--- src/rtl/regbank_notify.sv ---
module regbank_notify #(
  parameter int          ADDR_W      = 8,
  parameter logic [15:0] VENDOR_ID   = 16'hDEAD,
  parameter logic [7:0]  MAJOR_REV   = 8'd1,
  parameter logic [7:0]  MINOR_REV   = 8'd0,
  parameter logic [31:0] BUILD_ID    = 32'h0000_0001,
  parameter logic [31:0] TMO_DEFAULT = 32'h0000_FFFF,
  parameter int          INFO_BASE   = 'h00,
  parameter int          CFG_BASE    = 'h10,
  parameter int          STAT_BASE   = 'h20
) (
  input  logic              clk,
  input  logic              rst_n,
  input  logic [ADDR_W-1:0] addr,
  input  logic              wr_en,
  input  logic [31:0]       wr_data,
  input  logic              rd_en,
  output logic [31:0]       rd_data,
  input  logic [31:0]       kern_val,
  input  logic              perf_inc,
  output logic [31:0]       tmo_wrap,
  output logic              tmo_wr_stb
);
  localparam int WA = ADDR_W - 2;
  localparam logic [WA-1:0] W_VER   = WA'(INFO_BASE / 4);
  localparam logic [WA-1:0] W_BUILD = WA'(INFO_BASE / 4 + 1);
  localparam logic [WA-1:0] W_TMO   = WA'(CFG_BASE / 4);
  localparam logic [WA-1:0] W_SCR   = WA'(CFG_BASE / 4 + 1);
  localparam logic [WA-1:0] W_KVAL  = WA'(STAT_BASE / 4);
  localparam logic [WA-1:0] W_PERF  = WA'(STAT_BASE / 4 + 1);
  localparam logic [31:0]   VERSION = {MINOR_REV, MAJOR_REV, VENDOR_ID};

  logic [WA-1:0] word;
  logic [31:0]   tmo_q, scr_q, perf_q, rd_q, rd_mux;
  logic          stb_q;
  logic          unused_lsb;

  assign word       = addr[ADDR_W-1:2];
  assign unused_lsb = ^addr[1:0];

  wire wr_tmo  = wr_en && (word == W_TMO);
  wire wr_scr  = wr_en && (word == W_SCR);
  wire rd_perf = rd_en && (word == W_PERF);

  always_comb begin
    case (word)
      W_VER:   rd_mux = VERSION;
      W_BUILD: rd_mux = BUILD_ID;
      W_TMO:   rd_mux = tmo_q;
      W_SCR:   rd_mux = scr_q;
      W_KVAL:  rd_mux = kern_val;
      W_PERF:  rd_mux = perf_q;
      default: rd_mux = '0;
    endcase
  end

  always_ff @(posedge clk) begin
    if (!rst_n) begin
      tmo_q  <= TMO_DEFAULT;
      scr_q  <= '0;
      perf_q <= '0;
      rd_q   <= '0;
      stb_q  <= 1'b0;
    end else begin
      if (wr_tmo) tmo_q <= wr_data;
      if (wr_scr) scr_q <= wr_data;
      stb_q <= wr_tmo;
      rd_q  <= rd_en ? rd_mux : '0;
      if (rd_perf)       perf_q <= {31'b0, perf_inc};
      else if (perf_inc) perf_q <= perf_q + 32'd1;
    end
  end

  assign rd_data    = rd_q;
  assign tmo_wrap   = tmo_q;
  assign tmo_wr_stb = stb_q;
endmodule

--- config.mk ---
export PLATFORM = sky130hd
export DESIGN_NAME = regbank_notify
export DESIGN_NICKNAME = d
export VERILOG_FILES = /design/src/rtl/regbank_notify.sv
export SDC_FILE = /design/constraint.sdc
export NUM_CORES = 1
export LEC_CHECK = 0
export CAP_MARGIN = 40
export CORE_MARGIN = 2
export CORE_UTILIZATION = 45
export CTS_BUF_LIST = sky130_fd_sc_hd__clkbuf_4 sky130_fd_sc_hd__clkbuf_8
export DETAILED_ROUTE_END_ITERATION = 8
export DONT_BUFFER_PORTS = 1
export MAX_ROUTING_LAYER = met4
export PLACE_DENSITY = 0.66
export SYNTH_ARGS = -nofsm -noshare
export SYNTH_HDL_FRONTEND = slang
export SYNTH_SLANG_ARGS = --single-unit
--- constraint.sdc ---
create_clock -name clk -period 3.9 [get_ports clk]
set_input_delay 0.585 -clock clk [delete_from_list [all_inputs] [get_ports clk]]
set_output_delay 0.585 -clock clk [all_outputs]
set_load 0.005 [all_outputs]
Word level (Yosys, flattened, before mapping) --
Cells that the tools add are included.
Word-level totals: memory bits (read-only) 0, output and inout bits 65, flip-flop bits (word level) 129, memories 0, logic and storage cells 23, RAM bits 0, bits of input ports 77, latch bits 0
Operators by class: bitwise logic cells 1, magnitude comparators 0, $mul 0, shift-type cells 0, add/sub/neg operators 1, divide/modulo/power cells 0, reductions and logical operators 7, eq/ne operators 5, multiplexer cells 3
Operators by type and width (count):
- 32-bit case mux with 6 select lines | 1
- 32-bit by 1-bit adder with 32-bit output (second input constant) | 1
- 6-bit by 3-bit equality test with 1-bit output (second input constant) | 2
- 6-bit by 4-bit equality test with 1-bit output (second input constant) | 2
- 6-bit by 1-bit equality test with 1-bit output (second input constant) | 1
- 6-bit zero test | 1
- 1-bit logical AND | 3
- 1-bit 2-to-1 mux | 2
- 2-bit AND reduction | 1
- 2-bit nonzero test | 1
- 2-bit OR reduction | 1
- 1-bit NOT | 1

Depth between registers and ports, before layout --
depth after elaboration 3, gate-level depth with buffers 7, gate-level depth less buffers 5

Worst setup path before layout --
OpenSTA, ideal clock, no wires.
path type in2reg, from input addr[7], to register rd_q[22] (netlist: rd_data[22]), stages 5, data required time 3.830 ns, arrival 2.023 ns, buffers on the path 1, library setup time 0.070 ns, path slack 1.807 ns, cell sequence or4b_1 nor3b_1 clkbuf_1 a222oi_1 a21oi_1
On the way: cells in the longest elaborated chain, start to end 2, elaborated cells on any way between the ends 7, classes of those cells eq/ne: 5; mux: 1; reduce/logical: 1
RTL lines:
- start, declared | RTL line 14 | input logic [ADDR_W-1:0] addr,
- 6-bit by 4-bit equality test with 1-bit output (tied with other cells) | RTL line 46 | case (word)
- 32-bit case mux with 6 select lines (*) | RTL line 46
- end signal, assigned | RTL line 68 | rd_q <= rd_en ? rd_mux : '0;
- end, declared | RTL line 34 | logic [31:0] tmo_q, scr_q, perf_q, rd_q, rd_mux;
Every way passes the cells marked *; elsewhere a longest branch is shown, timed or not. A chain may end at the register's enable or synchronous reset.

Worst setup path in the final report --
from register perf_q[1], to register perf_q[30]
On the way: cells in the longest elaborated chain, start to end 1
RTL lines:
- start, declared | RTL line 34
- start signal, assigned | RTL line 69 | if (rd_perf) perf_q <= {31'b0, perf_inc};
- start signal, assigned | RTL line 70 | else if (perf_inc) perf_q <= perf_q + 32'd1;
- 32-bit by 1-bit adder with 32-bit output | RTL line 70
Every way passes these cells.

==> flow_summary.toml <==
[clock_tree]
post-cts-setup-buffers = 0
clk_pin_slew_ns = 0.07
cts_max_level = 4
cts-root-buf = "clkbuf_8"
cts_made_buffers = 17
cts_resized = 0
worstSkewPairLatency_ns = 0.44
clockBufferDepth = 2
hold_buffers = 0
cts_tree = "yes"
cts_sinks = 129

[yosys]
ys_ff_latch = 129
synth_fp_nets = 704
ys.flop_type = "dfxtp_1"
synth_async_sr_flop_share_pct = 0
yosysMostFrequentCell = "nand2_1"
yosysWarningCount = 0
synth.area.top_cells = "dfxtp_1 (49%), nand2_1 (11%), a21oi_1 (9.8%)"
syn_area_per_cell_sq_um = 8.35
synthCells = 626
synth_top_area_share_pct = 49.4
synth.distinct_cells = 42
synthTopCellsByCount = "nand2_1 (160), dfxtp_1 (129), a21oi_1 (102), clkbuf_1 (34), nand3_1 (28)"
ys_seq_area_share_pct = 49.4
synth_top_area_cell = "dfxtp_1"
synth_enable_flop_cells = 0
netlist_area_sq_um = 5230

[worst_setup_path]
required_ns = 4.27
cp_max_fo = 15
cp_data_arrival_time_ns = 2.80
startpoint_type = "register"
critPathKind = "register to register"
endpoint_kind = "register"
r2r_slack_ns = 1.47

[placement]
place.gp.congestion = 0.931
dp_hpwl_mm = 10.6
numPortBuffers = 0

[grt]
grt_pass1_wl_mm = 24.6
antenna_found_initial = 0
track_usage_pct = 25.8
grt-ovfl-total = 0
grt_max_degree = 51
grt_pass1_vias = 4574

[final_layout]
drive_gt1_share_pct = 9.05
multiInputGateArea_sq_um = 2420
fill_cells = 1096
diodes = 0
area_growth_pct = 8.49
nets = 686
seq_area_sq_um = 2580

[pwr]
p_per_area_nw_per_um2 = 426
peakVddDrop_uv = 194
leakage_nw = 1.79

[timing]
finalClockSkew_ns = 0.00791
rsz0062_at_grt = "no"
setup_violations = 0
fmax_mhz = 411
maxSlewViolCount = 0
period_needed_ns = 2.43
timing.hold.ws_ns = 0.216
worst_slew_pin_slew_ns = 0.823
hold_viol = 0
fin_tns_setup_ns = 0
maxSlewHeadroom_pct = 44.8
period_share_pct = 62.3

[floorplan]
die_area_sq_um = 12500
row_count = 39
ios = 142
core_area_sq_um = 11400
die_h_um = 112
initial_utilization_pct = 46.0
die_w_um = 112

[min_path]
hold_path_class = "input port to register"

[run_status]
status = "finished, final reports clean"

[drt]
viasPerCell = 6.37
wl_per_cell_um = 20.5
first_iter_violations = 776
ant_nets = 0
vias = 4855
drc = 0
drt_wl_total_mm = 15.6
first_pass_iters = 6

[run]
maxCapViolations = 0
## placed cells by master (no fill, tap or decap), drive strengths merged, types with 7 or more instances in the layout
master    n
xor2      7
a221oi   12
nor2     13
a22oi    11
or4      15
clkbuf   25
a21oi   102
buf      14
nand3    29
nand4    11
or3      11
dfxtp   129
a222oi   20
o21ai    12
o31ai    12
nand2   160
## layer usage
| layer | routed length [um] | track usage, % | up-vias |
|---|---|---|---|
| met5 | 0 | - | - |
| met4 | 191 | 9.30 | 0 |
| met3 | 1580 | 7.68 | 19 |
| met2 | 7320 | 39.2 | 269 |
| met1 | 6540 | 32.7 | 2343 |
| li1 | - | - | 2224 |
## power by group
part | total, mW | switching [mW] | internal, mW
logic | 0.0524 | 0.0354 | 0.0170
registers | 1.33 | 0.00674 | 1.32
clock network | 1.03 | 0.491 | 0.544
total | 2.42 | 0.533 | 1.88
## critical path, stage by stage (launching register included)
cell     delay (ns)
dfxtp_1        0.45
ha_1           0.31
nand2_1        0.12
or4_1          0.75
or4_1          0.58
a21oi_1        0.15
## flip-flops by register name (all words and copies together) (netlist names)
name and count:
perf_q 32, rd_data 32, scr_q 32, tmo_wr_stb 1, tmo_wrap 32
## area by class of cell
class | count | area share, %
Clock buffer | 25 | 5.84
Clock inverter | 5 | 0.485
Tap cell | 143 | 3.15
Inverter | 3 | 0.199
Multi-Input combinational cell | 443 | 42.6
Timing Repair Buffer | 14 | 2.21
Sequential cell | 129 | 45.5
## logic make-up after synthesis
kind of cell | Yosys count | synth area share (%)
AND/OR/NAND/NOR | 261 | 23.5
flip-flops | 129 | 49.4
multiplexers | 2 | 0.383
adder cells (fa/ha/maj) | 1 | 0.239
XOR/XNOR | 8 | 1.34
buffers and inverters | 54 | 4.79
AO/OA/AOI/OAI | 171 | 20.4
## path summary, 6_finish.rpt
kind                          startpoint                   endpoint  cells past startpoint
setup / recovery  perf_q[1]$_SDFFE_PP0P_    perf_q[30]$_SDFFE_PP0P_                      5
hold / removal                     rst_n  tmo_wrap[12]$_SDFFE_PN1P_                      1
setup reg to reg  perf_q[1]$_SDFFE_PP0P_    perf_q[30]$_SDFFE_PP0P_                      5
hold reg to reg   scr_q[26]$_SDFFE_PN0P_     scr_q[26]$_SDFFE_PN0P_                      2
## through the flow
stage / setup WS, ns / std cells / power [mW] / area [sq um] / util, %
4_1_cts: 1.50 / 762 / 2.43 / 5670 / 49.9
6_report: 1.47 / 762 / 2.42 / 5670 / 49.9
2_1_floorplan: 1.81 / 626 / 1.40 / 5230 / -
3_3_place_gp: 1.27 / 730 / 1.41 / 5280 / 46.4
5_1_grt: 1.37 / 762 / 2.48 / 5670 / 49.9
3_5_place_dp: 1.28 / 732 / 1.41 / 5310 / 46.7
Power figures use the tool's default switching activity.
